==> config.mk <==
export PLATFORM = sky130hd
export DESIGN_NAME = dual_slope_ctrl
export DESIGN_NICKNAME = d
export VERILOG_FILES = /design/src/rtl/dslope_pkg.sv /design/src/rtl/dslope_dp.sv /design/src/rtl/dslope_ctrl.sv /design/src/rtl/dual_slope_ctrl.sv
export SDC_FILE = /design/constraint.sdc
export NUM_CORES = 1
export LEC_CHECK = 0
export ABC_AREA = 1
export BUFFER_PORTS_ARGS = -buffer_cell sky130_fd_sc_hd__buf_2
export CORE_MARGIN = 2
export CORE_UTILIZATION = 35
export DETAILED_ROUTE_END_ITERATION = 12
export GPL_ROUTABILITY_DRIVEN = 0
export SLEW_MARGIN = 30
export SYNTH_ARGS = -nofsm -noshare
export SYNTH_HDL_FRONTEND = slang
export SYNTH_HIERARCHICAL = 1
export SYNTH_SLANG_ARGS = --single-unit
==> constraint.sdc <==
create_clock -name clk -period 1.8 [get_ports clk]
set_input_delay 0.18 -clock clk [delete_from_list [all_inputs] [get_ports clk]]
set_output_delay 0.18 -clock clk [all_outputs]
set_load 0.01 [all_outputs]
==> src/rtl/dslope_pkg.sv <==
package dslope_pkg;

  localparam int SYNC_STAGES = 2;

  typedef enum logic [1:0] {
    ST_IDLE  = 2'd0,
    ST_INT   = 2'd1,
    ST_DEINT = 2'd2,
    ST_DONE  = 2'd3
  } convState_t;

  typedef struct packed {
    logic clrCnt;
    logic incCnt;
    logic clrRes;
    logic latchRes;
    logic setOvr;
  } dpStrobe_t;

endpackage

==> src/rtl/dslope_dp.sv <==
module dslope_dp
  import dslope_pkg::*;
#(
  parameter int INT_TICKS = 16,
  parameter int CNT_W     = 8
) (
  input  logic             clk,
  input  logic             rstN,
  input  logic             cmpAsync,
  input  dpStrobe_t        strobe,
  output logic             cmpSync,
  output logic             intLast,
  output logic             cntFull,
  output logic [CNT_W-1:0] result,
  output logic             overRange
);

  localparam logic [CNT_W-1:0] CNT_MAX  = '1;
  localparam logic [CNT_W-1:0] INT_LAST = CNT_W'(INT_TICKS - 1);

  logic [SYNC_STAGES-1:0] syncChain;
  logic [CNT_W-1:0]       cnt;

  // comparator synchronizer, one flop per stage
  for (genvar g = 0; g < SYNC_STAGES; g++) begin : g_sync
    always_ff @(posedge clk or negedge rstN) begin
      if (!rstN) syncChain[g] <= 1'b0;
      else if (g == 0) syncChain[g] <= cmpAsync;
      else syncChain[g] <= syncChain[(g == 0) ? 0 : g-1];
    end
  end
  assign cmpSync = syncChain[SYNC_STAGES-1];

  always_ff @(posedge clk or negedge rstN) begin
    if (!rstN) cnt <= '0;
    else if (strobe.clrCnt) cnt <= '0;
    else if (strobe.incCnt && cnt != CNT_MAX) cnt <= cnt + 1'b1;
  end

  assign intLast = (cnt == INT_LAST);
  assign cntFull = (cnt == CNT_MAX);

  always_ff @(posedge clk or negedge rstN) begin
    if (!rstN) begin
      result    <= '0;
      overRange <= 1'b0;
    end else if (strobe.clrRes) begin
      result    <= '0;
      overRange <= 1'b0;
    end else if (strobe.latchRes) begin
      result    <= cnt;
      overRange <= strobe.setOvr;
    end
  end

  AST_NO_OVERFLOW: assert property (@(posedge clk) disable iff (!rstN)
    (cnt == CNT_MAX && !strobe.clrCnt) |=> cnt == CNT_MAX);
  AST_OVR_SAT: assert property (@(posedge clk) disable iff (!rstN)
    overRange |-> result == CNT_MAX);
  AST_RES_HOLD: assert property (@(posedge clk) disable iff (!rstN)
    (!strobe.clrRes && !strobe.latchRes) |=> ($stable(result) && $stable(overRange)));

endmodule

==> src/rtl/dslope_ctrl.sv <==
module dslope_ctrl
  import dslope_pkg::*;
(
  input  logic      clk,
  input  logic      rstN,
  input  logic      startReq,
  input  logic      cmpSync,
  input  logic      intLast,
  input  logic      cntFull,
  output dpStrobe_t strobe,
  output logic      selInput,
  output logic      selRef,
  output logic      selZero,
  output logic      busy,
  output logic      donePulse
);

  convState_t state, stateNxt;

  always_ff @(posedge clk or negedge rstN) begin
    if (!rstN) state <= ST_IDLE;
    else state <= stateNxt;
  end

  always_comb begin
    stateNxt = state;
    strobe   = '0;
    unique case (state)
      ST_IDLE: if (startReq) begin
        strobe.clrCnt = 1'b1;
        strobe.clrRes = 1'b1;
        stateNxt      = ST_INT;
      end
      ST_INT: if (intLast) begin
        strobe.clrCnt = 1'b1;
        stateNxt      = ST_DEINT;
      end else begin
        strobe.incCnt = 1'b1;
      end
      ST_DEINT: if (cmpSync) begin
        strobe.latchRes = 1'b1;
        stateNxt        = ST_DONE;
      end else if (cntFull) begin
        strobe.latchRes = 1'b1;
        strobe.setOvr   = 1'b1;
        stateNxt        = ST_DONE;
      end else begin
        strobe.incCnt = 1'b1;
      end
      ST_DONE: stateNxt = ST_IDLE;
      default: stateNxt = ST_IDLE;
    endcase
  end

  assign selZero   = (state == ST_IDLE);
  assign selInput  = (state == ST_INT);
  assign selRef    = (state == ST_DEINT);
  assign donePulse = (state == ST_DONE);
  assign busy      = (state != ST_IDLE);

  AST_INT_HOLD: assert property (@(posedge clk) disable iff (!rstN)
    (selInput && !intLast) |=> selInput);
  AST_DONE_ONE: assert property (@(posedge clk) disable iff (!rstN)
    donePulse |=> (!donePulse && !busy));
  AST_SEL_EXCL: assert property (@(posedge clk) disable iff (!rstN)
    $onehot0({selInput, selRef, selZero}));
  AST_BUSY_NOSTART: assert property (@(posedge clk) disable iff (!rstN)
    (busy && !selInput) |=> !selInput);

endmodule

==> src/rtl/dual_slope_ctrl.sv <==
module dual_slope_ctrl
  import dslope_pkg::*;
#(
  parameter int INT_TICKS = 16,
  parameter int CNT_W     = 8
) (
  input  logic             clk,
  input  logic             rstN,
  input  logic             startReq,
  input  logic             cmpZero,
  output logic             selInput,
  output logic             selRef,
  output logic             selZero,
  output logic             busy,
  output logic             donePulse,
  output logic [CNT_W-1:0] result,
  output logic             overRange
);

  dpStrobe_t strobe;
  logic      cmpSync, intLast, cntFull;

  initial begin
    if (INT_TICKS < SYNC_STAGES + 1 || INT_TICKS > (1 << CNT_W) - 1)
      $error("INT_TICKS out of range for CNT_W");
  end

  dslope_ctrl u_ctrl (
    .clk       (clk),
    .rstN      (rstN),
    .startReq  (startReq),
    .cmpSync   (cmpSync),
    .intLast   (intLast),
    .cntFull   (cntFull),
    .strobe    (strobe),
    .selInput  (selInput),
    .selRef    (selRef),
    .selZero   (selZero),
    .busy      (busy),
    .donePulse (donePulse)
  );

  dslope_dp #(
    .INT_TICKS (INT_TICKS),
    .CNT_W     (CNT_W)
  ) u_dp (
    .clk       (clk),
    .rstN      (rstN),
    .cmpAsync  (cmpZero),
    .strobe    (strobe),
    .cmpSync   (cmpSync),
    .intLast   (intLast),
    .cntFull   (cntFull),
    .result    (result),
    .overRange (overRange)
  );

endmodule

Yosys cells after proc, flatten, opt, wreduce, memory -nomap -nowiden
Cells that the tools add are included.
Word-level totals
  register bits after elaboration: 21
  logic and storage cells: 45
Cells by class
  add/sub/neg operators: 1
  eq/ne operators: 9
  mux-type cells: 23
  reductions and logical operators: 6
Operators with widths (count)
  8-bit two-way mux: 4
  2-bit two-way mux: 6
  1-bit two-way mux: 10
  8-bit by 1-bit adder with 8-bit output (second input constant): 1
  8-bit by 4-bit equality test with 1-bit output (second input constant): 1
  8-bit equality test (second input constant): 1
  8-bit inequality test (second input constant): 1
  2-bit one-hot mux with 4 select lines: 1
  2-bit nonzero test: 3
  2-bit equality test (second input constant): 2
  1-bit one-hot mux with 2 select lines: 2
  3-bit by 1-bit inequality test with 1-bit output (second input constant): 1
  3-bit AND reduction: 1
  2-bit by 1-bit equality test with 1-bit output (second input constant): 1
  2-bit logical NOT: 1
  2-bit by 1-bit inequality test with 1-bit output (second input constant): 1
  2-bit inequality test (second input constant): 1
  1-bit logical AND: 1

Depth between registers and ports, before layout
  depth after elaboration: 7
  gate-level depth with buffers: 13
  depth with buffers taken out: 13

Cells and area by module
The synthesis kept the hierarchy.
By module, submodules not included
  dslope_dp: instances 1, cells each 111, area each 918.4 um2, seq. area each 475.5 um2
  dslope_ctrl: instances 1, cells each 36, area each 260.2 um2, seq. area each 50.0 um2

Worst setup path before layout
OpenSTA, ideal clock, no wires.
  kind: register to register
  from: register u_dp.cnt[1]
  to: register u_dp.overRange
  setup time: 0.131 ns
  arrival time: 1.670 ns
  data required time: 1.669 ns
  setup slack: -0.001 ns
  stages on the path, launching flop included: 11
  buffers on the path: 1
  clock period less this slack: 1.801 ns
  cells stage by stage: dfrtp_1 > ha_1 > nand2_2 > nor2_4 > nand2_2 > inv_1 > inv_2 > a21oi_1 > or2_2 > clkbuf_1 > o21ai_0
RTL lines
  from (decl): RTL line dslope_dp.sv:22  | logic [CNT_W-1:0] cnt;
  from (signal assigned): RTL line dslope_dp.sv:37  | else if (strobe.incCnt && cnt != CNT_MAX) cnt <= cnt + 1'b1;
  to (signal assigned): RTL line dslope_dp.sv:52  | overRange <= strobe.setOvr;
  to (decl): RTL line dslope_dp.sv:15  | output logic overRange

==> impl_metrics.toml <==
[run_status]
status = "complete, no violations"

[clock_network]
cts_buffers = 3
clk_path_buf_depth = 2
cts_tree = "built"
cts.sinks = 21
htreeDepth = 1
clock_latency_ns = 0.30
clk_pin_slew_ns = 0.12
cts_root_buf = "clkbuf_4"

[synth]
async_reset_ff_share_pct = 100.0
syn_avg_cell_area_um2 = 8.018
synth_seq_cells = 21
syn_inst = 147
ys_types = 23
synth.top_cells.by_count = "nand2_1 (31), inv_1 (29), dfrtp_1 (21)"
ys_seq_area_share_pct = 44.59
synth_edf_count = 0
ys.flop_type = "dfrtp_1"
synth_top_cell_area_share_pct = 44.59
synthTopCellsByArea = "dfrtp_1 (45%), nand2_1 (9.9%), inv_1 (9.2%)"
yosys.area.top_type = "dfrtp_1"
synth.most_common_cell = "nand2_1"
syn-num-nets = 158
synthesis.area_um2 = 1179
synth_warnings = 6

[global_route]
overflow = 0
grt_pass1_vias = 1020
grt_max_degree = 22
antenna_found_initial = 0
grt_usage_pct = 16.00
grt_first_pass_wirelength_mm = 4.381

[critical_path]
reg2reg_slack_ns = 0.12
worst-setup-path-type = "reg2reg"
critPathSlowestCell = "dfrtp_1"
crit_fanout = 4
reg2reg_to = "u_dp/cnt[0]$_DFFE_PN0P_"
crit_arrival_ns = 1.92
worstPathRequired_ns = 2.04
worstSetupStartpoint = "u_dp/cnt[0]$_DFFE_PN0P_"
timing.rr.start = "u_dp/cnt[0]$_DFFE_PN0P_"
rr_worst_depth = 13
cp-end-kind = "register"
slowest_delay_ns = 0.42
path_cells = "ha_2 -> nand2_2 -> nor2_4 -> nand2_2 -> inv_2 -> inv_4 -> nand3_2 -> a21boi_2 -> buf_4 -> inv_2 -> a21oi_4 -> nand3_1 -> o21ai_1"
start_kind = "register"

[placement]
dp.cells = 216
pre_cts_ws_ns = -0.01957
post-dp-hpwl_mm = 1.929
placed_area_um2 = 1370
port_buffers = 17

[timing]
finClkSkew_ns = 0.001547
timing.fmax_mhz = 595.8
timing.slew.headroom_pct = 67.96
period_needed_ns = 1.679
fin_crit_sh_pct = 93.25
hold_viol_final = 0
final-setup-viol-count = 0
slew_violations = 0
fin_setup_tns_ns = 0
worst_pin_slew_ns = 0.4806
setup_ws_ns = 0.1214

[power]
power.density_nw_per_um2 = 1236
irDropWorstVdd_uv = 449.4
leakagePower_nw = 0.7656

[cells_and_area]
layout-drive-gt1-share_pct = 32.96
syn2layout_area_growth_pct = 26.65
regArea_um2 = 525.5
multi_input_area_um2 = 571.8
nNetsFinal = 191
fin_util_pct = 45.45
fillers = 336
final_cell_area_um2 = 1493
antennaDiodeCount = 0
layout.cells.non_filler = 225

[floorplan]
row_count = 21
core_area_um2 = 3284
die_h_um = 62.03
die_area_um2 = 3848
start_util_pct = 35.89
die_x_um = 62.03
ios = 18

[route]
firstDrtPassIters = 4
routed_via_density = 4.631
ant_nets = 0
drt-wirelength-per-cell_um = 11.38
routed_wirelength_mm = 2.560
drtIter0Drc = 23
drc = 0
vias = 1042

[worst_hold_path]
hp-start = "startReq"
min_to = "u_ctrl/state[1]$_DFFE_PN0P_"
min_path_type = "in2reg"
min_delay_path_depth = 5

[job]
drv_cap = 0
## layout make-up
cell class / instances / area share [%]
clock buffers: 3 / 1.509
clock inverters: 1 / 0.3353
inverters: 32 / 8.718
multi-input cells: 93 / 38.31
flip-flops and latches: 21 / 35.21
well taps: 46 / 3.856
repair buffers: 29 / 12.07
## worst max path at each step
| stage | end | cells past startpoint |
|---|---|---|
| floorplan | u_dp/cnt[0]$_DFFE_PN0P_ | 12 |
| global route | u_dp/cnt[0]$_DFFE_PN0P_ | 13 |
| detailed placement | u_dp/cnt[7]$_DFFE_PN0P_ | 13 |
| CTS | u_dp/cnt[4]$_DFFE_PN0P_ | 14 |
| global placement | u_dp/cnt[7]$_DFFE_PN0P_ | 13 |
| finish | u_dp/cnt[0]$_DFFE_PN0P_ | 13 |
## metal layers
layer / vias to the layer above / part of all wire (%) / track usage, %
li1: 523 / - / -
met1: 497 / 46 / 19.97
met2: 18 / 50 / 26.19
met3: 4 / 3.0 / 3.727
met4: 0 / 1.3 / 7.295
met5: - / 0 / 0
## sequential cells by signal, summed over array words and instances (netlist names)
register        cells
u_dp/cmpSync        1
u_dp/result         8
u_dp/overRange      1
u_dp/syncChain      1
u_dp/cnt            8
u_ctrl/state        2
## metrics by stage
stage,hold slack (ns),power (mW)
after global placement,0.1639,1.483
after global routing,0.2601,2.031
after floorplan,-0.1156,1.214
final,0.2610,1.844
after detailed placement,0.1730,1.497
after CTS,0.2516,1.746
## where the power goes
group / internal (mW) / switching, mW / leakage (nW)
clock network: 0.0829 / 0.144 / 0.0177
logic: 0.410 / 0.582 / 0.465
registers: 0.554 / 0.0710 / 0.283
## worst max-delay path: cells and delay by family (launching register included)
family / cells / cell delay, ns
adder cells (fa/ha/maj): 1 / 0.19
buffers and inverters: 4 / 0.29
AND/OR/NAND/NOR: 5 / 0.37
AO/OA/AOI/OAI: 3 / 0.34
flip-flops: 1 / 0.42
## cell usage in the layout (no fill, tap or decap), types with 2 or more instances in the layout
| cell type | instances |
|---|---|
| nand2_1 | 28 |
| inv_1 | 25 |
| dfrtp_1 | 21 |
| buf_2 | 17 |
| buf_4 | 10 |
| nand3_1 | 10 |
| nand2_2 | 8 |
| nor2_1 | 8 |
| ha_1 | 6 |
| o22ai_1 | 6 |
| inv_2 | 5 |
| nand4_1 | 4 |
| o21ai_0 | 4 |
| clkbuf_4 | 3 |
| nand3_2 | 3 |
| dlygate4sd3_1 | 2 |
| nor3_1 | 2 |
| nor2_2 | 2 |
| o21ai_1 | 2 |
## logic make-up (layout without fill, tap and decap cells)
kind of cell | Yosys count | count (layout) | synth area share [%]
buffers and inverters | 33 | 65 | 10.93
and+or+nand+nor | 69 | 69 | 28.66
xor gates and xnor gates | 1 | 1 | 0.7432
AOI/OAI and AO/OA | 16 | 16 | 7.644
DFF | 21 | 21 | 44.59
adders and majority gates | 7 | 7 | 7.431
## what timing repair did
item                                    4_1_cts  5_1_grt
hold buffers                                  2        0
hold endpoints to repair                     22        0
resized for setup                             1       17
buffers inserted                              0        3
endpoints found under the setup margin        3       17
pin swaps                                     0        8
No activity file was read; power rests on OpenSTA's default activity.
